## config.mk

```make
export PLATFORM = sky130hd
export DESIGN_NAME = mem_lane_align
export DESIGN_NICKNAME = d
export VERILOG_FILES = /design/src/rtl/lsu_pkg.sv /design/src/rtl/lsu_decode.sv /design/src/rtl/lsu_store_lanes.sv /design/src/rtl/lsu_load_extract.sv /design/src/rtl/mem_lane_align.sv
export SDC_FILE = /design/constraint.sdc
export NUM_CORES = 1
export LEC_CHECK = 0
export CORE_ASPECT_RATIO = 1.1
export CORE_MARGIN = 10
export CORE_UTILIZATION = 25
export CTS_CLUSTER_DIAMETER = 80
export DETAILED_ROUTE_END_ITERATION = 10
export PLACE_DENSITY_LB_ADDON = 0.25
export REMOVE_ABC_BUFFERS = 1
export SKIP_LAST_GASP = 1
export SLEW_MARGIN = 5
export SYNTH_ARGS = -nofsm -noshare
export SYNTH_HDL_FRONTEND = slang
export SYNTH_HIERARCHICAL = 1
export SYNTH_SLANG_ARGS = --single-unit
```

## constraint.sdc

```tcl
create_clock -name clk_i -period 1.05 [get_ports clk_i]
set_input_delay 0.21 -clock clk_i [delete_from_list [all_inputs] [get_ports clk_i]]
set_output_delay 0.21 -clock clk_i [all_outputs]
set_load 0.1 [all_outputs]
```

## src/rtl/lsu_pkg.sv

```systemverilog
package lsu_pkg;

   typedef enum logic [3:0] {
      OP_LB  = 4'd0,
      OP_LBU = 4'd1,
      OP_LH  = 4'd2,
      OP_LHU = 4'd3,
      OP_LW  = 4'd4,
      OP_LWU = 4'd5,
      OP_LD  = 4'd6,
      OP_SB  = 4'd8,
      OP_SH  = 4'd9,
      OP_SW  = 4'd10,
      OP_SD  = 4'd11
   } lsu_op_e;

   typedef struct packed {
      logic [1:0] size_log2;
      logic       sext;
      logic       store;
      logic       rsvd;
   } lsu_dec_t;

endpackage

```

## src/rtl/lsu_decode.sv

```systemverilog
module lsu_decode
   import lsu_pkg::*;
(
   input  logic [3:0] op_i,
   input  logic       wide64_i,
   output lsu_dec_t   dec_o
);

   always_comb begin
      dec_o = '{size_log2: 2'd0, sext: 1'b0, store: 1'b0, rsvd: 1'b0};
      case (lsu_op_e'(op_i))
         OP_LB:  dec_o.sext = 1'b1;
         OP_LBU: ;
         OP_LH:  begin dec_o.size_log2 = 2'd1; dec_o.sext = 1'b1; end
         OP_LHU: dec_o.size_log2 = 2'd1;
         OP_LW:  begin dec_o.size_log2 = 2'd2; dec_o.sext = 1'b1; end
         OP_LWU: begin dec_o.size_log2 = 2'd2; dec_o.rsvd = ~wide64_i; end
         OP_LD:  begin dec_o.size_log2 = 2'd3; dec_o.rsvd = ~wide64_i; end
         OP_SB:  dec_o.store = 1'b1;
         OP_SH:  begin dec_o.size_log2 = 2'd1; dec_o.store = 1'b1; end
         OP_SW:  begin dec_o.size_log2 = 2'd2; dec_o.store = 1'b1; end
         OP_SD:  begin
            dec_o.size_log2 = 2'd3;
            dec_o.store     = 1'b1;
            dec_o.rsvd      = ~wide64_i;
         end
         default: dec_o.rsvd = 1'b1;
      endcase
   end

endmodule

```

## src/rtl/lsu_store_lanes.sv

```systemverilog
module lsu_store_lanes #(
   parameter  int LANES  = 8,
   localparam int OFF_W  = $clog2(LANES),
   localparam int DATA_W = LANES * 8
) (
   input  logic [OFF_W-1:0]  off_i,
   input  logic [1:0]        size_log2_i,
   input  logic              big_i,
   input  logic [DATA_W-1:0] src_i,
   output logic [LANES-1:0]  be_o,
   output logic [DATA_W-1:0] data_o
);

   logic [OFF_W-1:0] mask;
   assign mask = OFF_W'((32'd1 << size_log2_i) - 32'd1);

   for (genvar l = 0; l < LANES; l++) begin : g_lane
      localparam logic [OFF_W-1:0] LANE = OFF_W'(l);
      logic [OFF_W-1:0] byte_addr;
      logic [OFF_W-1:0] pos;
      logic [OFF_W-1:0] src_byte;

      always_comb begin
         byte_addr = big_i ? ~LANE : LANE;
         pos       = (byte_addr - off_i) & mask;
         src_byte  = big_i ? (mask - pos) : pos;
      end

      assign be_o[l]          = ((byte_addr ^ off_i) & ~mask) == '0;
      assign data_o[8*l +: 8] = be_o[l] ? src_i[{src_byte, 3'b000} +: 8] : 8'h00;
   end

endmodule

```

## src/rtl/lsu_load_extract.sv

```systemverilog
module lsu_load_extract #(
   parameter  int LANES  = 8,
   localparam int OFF_W  = $clog2(LANES),
   localparam int DATA_W = LANES * 8
) (
   input  logic [OFF_W-1:0]  off_i,
   input  logic [1:0]        size_log2_i,
   input  logic              sext_i,
   input  logic              big_i,
   input  logic [DATA_W-1:0] mem_i,
   output logic [DATA_W-1:0] result_o
);

   logic [OFF_W-1:0]  mask;
   logic [DATA_W-1:0] raw;
   logic [LANES-1:0]  active;
   logic              sign;

   assign mask = OFF_W'((32'd1 << size_log2_i) - 32'd1);

   for (genvar k = 0; k < LANES; k++) begin : g_byte
      localparam logic [OFF_W-1:0] KB = OFF_W'(k);
      logic [OFF_W-1:0] byte_addr;
      logic [OFF_W-1:0] lane;

      always_comb begin
         byte_addr = off_i + (big_i ? (mask - KB) : KB);
         lane      = big_i ? ~byte_addr : byte_addr;
      end

      assign raw[8*k +: 8] = mem_i[{lane, 3'b000} +: 8];
      assign active[k]     = (32'(k) >> size_log2_i) == 32'd0;
   end

   assign sign = raw[{mask, 3'b111}];

   for (genvar k = 0; k < LANES; k++) begin : g_ext
      assign result_o[8*k +: 8] = active[k] ? raw[8*k +: 8] : {8{sext_i & sign}};
   end

endmodule

```

## src/rtl/mem_lane_align.sv

```systemverilog
module mem_lane_align
   import lsu_pkg::*;
#(
   parameter int DATA_W = 64
) (
   input  logic                        clk_i,
   input  logic                        rst_ni,
   input  logic                        valid_i,
   input  logic [3:0]                  op_i,
   input  logic [$clog2(DATA_W/8)-1:0] addr_i,
   input  logic                        big_i,
   input  logic                        wide64_i,
   input  logic [DATA_W-1:0]           st_data_i,
   input  logic [DATA_W-1:0]           mem_rdata_i,
   output logic                        valid_o,
   output logic [DATA_W/8-1:0]         be_o,
   output logic [DATA_W-1:0]           wr_data_o,
   output logic [DATA_W-1:0]           ld_data_o,
   output logic                        err_o,
   output logic                        rsvd_o
);

   localparam int LANES = DATA_W / 8;
   localparam int OFF_W = $clog2(LANES);

   if (DATA_W != 64) begin : g_bad_width
      $error("mem_lane_align: access codes cover exactly eight byte lanes");
   end

   lsu_dec_t          dec;
   logic [OFF_W-1:0]  size_mask;
   logic              misalign;
   logic              accept;
   logic [LANES-1:0]  lane_be;
   logic [DATA_W-1:0] lane_data;
   logic [DATA_W-1:0] load_val;

   lsu_decode u_decode (
      .op_i     (op_i),
      .wide64_i (wide64_i),
      .dec_o    (dec)
   );

   assign size_mask = OFF_W'((32'd1 << dec.size_log2) - 32'd1);
   assign misalign  = (addr_i & size_mask) != '0;
   assign accept    = ~dec.rsvd & ~misalign;

   lsu_store_lanes #(.LANES(LANES)) u_store (
      .off_i       (addr_i),
      .size_log2_i (dec.size_log2),
      .big_i       (big_i),
      .src_i       (st_data_i),
      .be_o        (lane_be),
      .data_o      (lane_data)
   );

   lsu_load_extract #(.LANES(LANES)) u_load (
      .off_i       (addr_i),
      .size_log2_i (dec.size_log2),
      .sext_i      (dec.sext),
      .big_i       (big_i),
      .mem_i       (mem_rdata_i),
      .result_o    (load_val)
   );

   always_ff @(posedge clk_i or negedge rst_ni) begin
      if (!rst_ni) begin
         valid_o   <= 1'b0;
         be_o      <= '0;
         wr_data_o <= '0;
         ld_data_o <= '0;
         err_o     <= 1'b0;
         rsvd_o    <= 1'b0;
      end else begin
         valid_o <= valid_i;
         if (valid_i) begin
            err_o     <= ~dec.rsvd & misalign;
            rsvd_o    <= dec.rsvd;
            be_o      <= (accept & dec.store) ? lane_be : '0;
            wr_data_o <= (accept & dec.store) ? lane_data : '0;
            ld_data_o <= (accept & ~dec.store) ? load_val : '0;
         end else begin
            err_o  <= 1'b0;
            rsvd_o <= 1'b0;
            be_o   <= '0;
         end
      end
   end

endmodule

```

==> reports/results.tsv <==
stage	metric	value	unit
timing	final setup violation count	276	
yosys	top cell type's share of synthesized area	0.2882	
yosys	Unique masters post-synth	64	
timing	RSZ-0062 raised after global routing	true	
final_layout	multi-input logic area	0.008665	mm2
global_routing	Total Routing Usage GR	0.1722	
final_layout	area delta synth->final	70.69	%
placed_design	PortBufs	278	
detailed_routing	vias post-DR	11234	
floorplan	Die Height	250.4	um
global_routing	vias in the first global route	11886	
setup_path	Crit path max-delay family	multiplexers	
setup_path	Setup crit end kind	flip-flop	
yosys	Netlist Area Pre-Place	0.01207	mm2
power	Power Dens Cells	1329	mW/mm2
setup_path	Crit. Startpoint	op_i[3]	
placed_design	Post-DP HPWL	38.23	mm
yosys	Mapped Cells	1057	
setup_path	CP arrival	3.70	ns
detailed_routing	detailed-route DRC error count	0	
power	Total Power	27380	uW
final_layout	Final Non-Filler Cells	2168	
detailed_routing	Vias per Instance	5.182	
setup_path	Setup CP Type	in2reg	
yosys	syn avg cell area	11.42	um2
setup_path	Worst path slowest cell	mux4_2	
setup_path	Crit Path Max Fanout	8	
timing	Worst-Margin Slew	0.7624	ns
yosys	register area share after synthesis	0.2882	
worst_hold_path	Hold WC Path Type	in2async	
global_routing	first-pass GRT wire length	75.56	mm
yosys	post-synthesis mux area share	0.2826	
timing	FMAX	297.2	MHz
yosys	Synth Area in Adders	0.03287	
detailed_routing	WL per Instance	23.77	um
cts	H-tree depth	4	
run	max-capacitance violation count	0	
status	failing checks	negative setup slack	
yosys	post-synth top area cell	dfrtp_1	
yosys	Post-Synth Simple-Gate Area	0.1135	
yosys	ys flop type	dfrtp_1	
detailed_routing	Pre-Repair DR Iteration Count	5	
detailed_routing	DRT iter0 DRCs	602	
floorplan	row cnt	84	
final_layout	Storage cell area	0.003486	mm2
yosys	YS warnings	6	
final_layout	FILL cells	4468	
timing	period utilisation layout	3.205	
floorplan	# IOs	279	
yosys	top-count cell post-synth	dfrtp_1	
power	Pleak	0.008637	uW
detailed_routing	Post-Route WL	51.54	mm
floorplan	area of the core	0.04782	mm2
global_routing	largest net degree at the start of global routing	49	
final_layout	layout cells sized above 1	0.4380	
floorplan	Starting Density	0.2524	
floorplan	die footprint	0.05747	mm2
detailed_routing	DRT antenna net count	0	
setup_path	critical path, cell by cell	buf_8 > nand3b_1 > nand2_4 > inv_2 > ha_4 > nor2b_4 > ha_1 > fa_1 > xor2_2 > mux4_2 > mux2_4 > mux2i_4 > a21oi_4 > nand2_4 > buf_8 > buf_16 > o211ai_1 > a31o_1	
setup_path	Startpoint Class	input port	
final_layout	number of diodes	0	
cts	clock tree sinks	139	
setup_path	WP data required	1.39	ns
timing	Max Clock Skew	0	ns
setup_path	number of buffer and inverter stages on the critical path	4	
status	outcome	finished, violations left	
placed_design	RD Place Congestion	0.8679	
yosys	synth top area cells	dfrtp_1 (29%), mux4_2 (18%), a31o_1 (8.9%)	
cts	deepest clock path buffer count	2	
timing	worst setup margin	-2.315	ns
cts	Worst-path clk slew	0.06	ns
yosys	Synth Register Bits	139	
cts	clk_lat worst skew	0.45	ns
yosys	compound-cell area share of the yosys netlist	0.2146	
cts	root buffer cell	clkbuf_16	
global_routing	initial antenna violation count	2	
timing	Pins Over Slew Limit	0	
placed_design	Placed Cells	2079	
yosys	Post-Synth XOR/XNOR Area	0.01846	
global_routing	gr ovfl total	0	
cts	CTS Buf Count	17	
placed_design	dpl ws	-3.433	ns
yosys	EDFF count, synth	0	
setup_path	Critical R2R Launch	ld_data_o[43]	
timing	Tmin final	3.365	ns
power	Max VDD drop	797.8	uV
cts	CTS tree	built	
floorplan	Die W	229.5	um
yosys	Commonest cells post-synth	dfrtp_1 (139), nor2b_1 (134), a31o_1 (122)	
timing	Max-slew headroom	0.4901	
yosys	ys async rst share	1.000	
timing	endpoints failing hold	0	
setup_path	slowest stage delay, CP	0.55	ns
final_layout	layout net count	1676	
yosys	largest family of logic cells by synthesized area	multiplexers	
cell usage in the layout (no fill, tap or decap), types with 6 or more instances in the layout:
cell type,n
buf_12,186
buf_4,158
dfrtp_1,133
nor2b_1,131
clkdlybuf4s50_1,128
a31o_1,122
mux2i_1,102
mux4_2,96
a22o_1,64
buf_6,30
o211ai_1,26
o21ai_2,22
clkbuf_16,21
nor2_1,17
nand2_1,16
mux2_2,15
inv_1,13
nand2b_1,13
a21oi_2,9
nand2_4,9
a211oi_2,9
ha_1,9
buf_8,8
ha_4,8
fa_1,7
a31o_2,6
dfrtp_2,6
clkbuf_8,6
a21oi_4,6
o22ai_1,6
o21ai_0,6
a21oi_1,6
conb_1,6
stage by stage:
step | hold WS (ns) | area, um2 | utilization | setup TNS [ns]
finish | 0.2007 | 20600 | 0.4307 | -271.78
global placement | 0.1090 | 18460 | 0.3861 | -374.25
CTS | 0.1878 | 20020 | 0.4186 | -279.70
global route | 0.2187 | 20600 | 0.4307 | -290.12
floorplan | -0.08559 | 11550 | - | -594.02
detailed placement | 0.1117 | 18460 | 0.3861 | -382.44
final cells by class:
class,count,area share
flip-flops and latches,139,0.1692
clock inverters,9,0.007654
inverters,16,0.003037
clock buffers,23,0.02418
multi-input cells,812,0.4206
well taps,645,0.03918
repair buffers,524,0.3361
metal layers:
layer | wire, um | track usage | share of wire
met5 | 27 | 0 | 0.00052
met4 | 1713 | 0.06568 | 0.033
met3 | 3940 | 0.05574 | 0.076
met2 | 25030 | 0.2894 | 0.49
met1 | 20830 | 0.2002 | 0.40
registers in the layout (all words and copies together), names as in the netlist:
name	flops
be_o	8
ld_data_o	64
valid_o	1
wr_data_o	64
err_o	1
rsvd_o	1
repair_timing:
item | 4_1_cts | 5_1_grt
hold buffers | 1 | 0
endpoints found under the setup margin | 277 | 277
pin swaps | 88 | 125
gates cloned | 8 | 4
gates resized for setup | 149 | 90
setup buffers | 31 | 23
endpoints found under the hold margin | 139 | 0
path summary, 6_finish.rpt:
path	slack (ns)	cells after the start	endpoint
min in group clk_i	0.22	4	err_o
worst min-delay path	0.20	2	ld_data_o[35]
worst max register to register	0.09	3	ld_data_o[43]
max in group asynchronous	0.28	3	ld_data_o[49]
worst max-delay path	-2.32	18	ld_data_o[23]
worst min register to register	0.66	2	ld_data_o[53]
worst register-to-register path, cell delays in order (launching register included):
cell and delay [ns]:
dfrtp_1 0.41, buf_4 0.14, nor2b_1 0.12, a31o_1 0.19
logic make-up (layout without fill, tap and decap cells):
group | count (synthesis) | after routing
muxes | 217 | 217
AOI/OAI and AO/OA | 313 | 313
other | 2 | 6
adders and majority gates | 27 | 27
DFF | 139 | 139
buffers and inverters | 110 | 572
and+or+nand+nor | 230 | 230
xor gates and xnor gates | 19 | 19
power breakdown:
| part | internal [uW] | switching [uW] | total (uW) |
|---|---|---|---|
| logic | 6950 | 7600 | 14600 |
| clock network | 4300 | 2600 | 6900 |
| registers | 5620 | 305 | 5930 |
No activity file was read; power rests on OpenSTA's default activity.
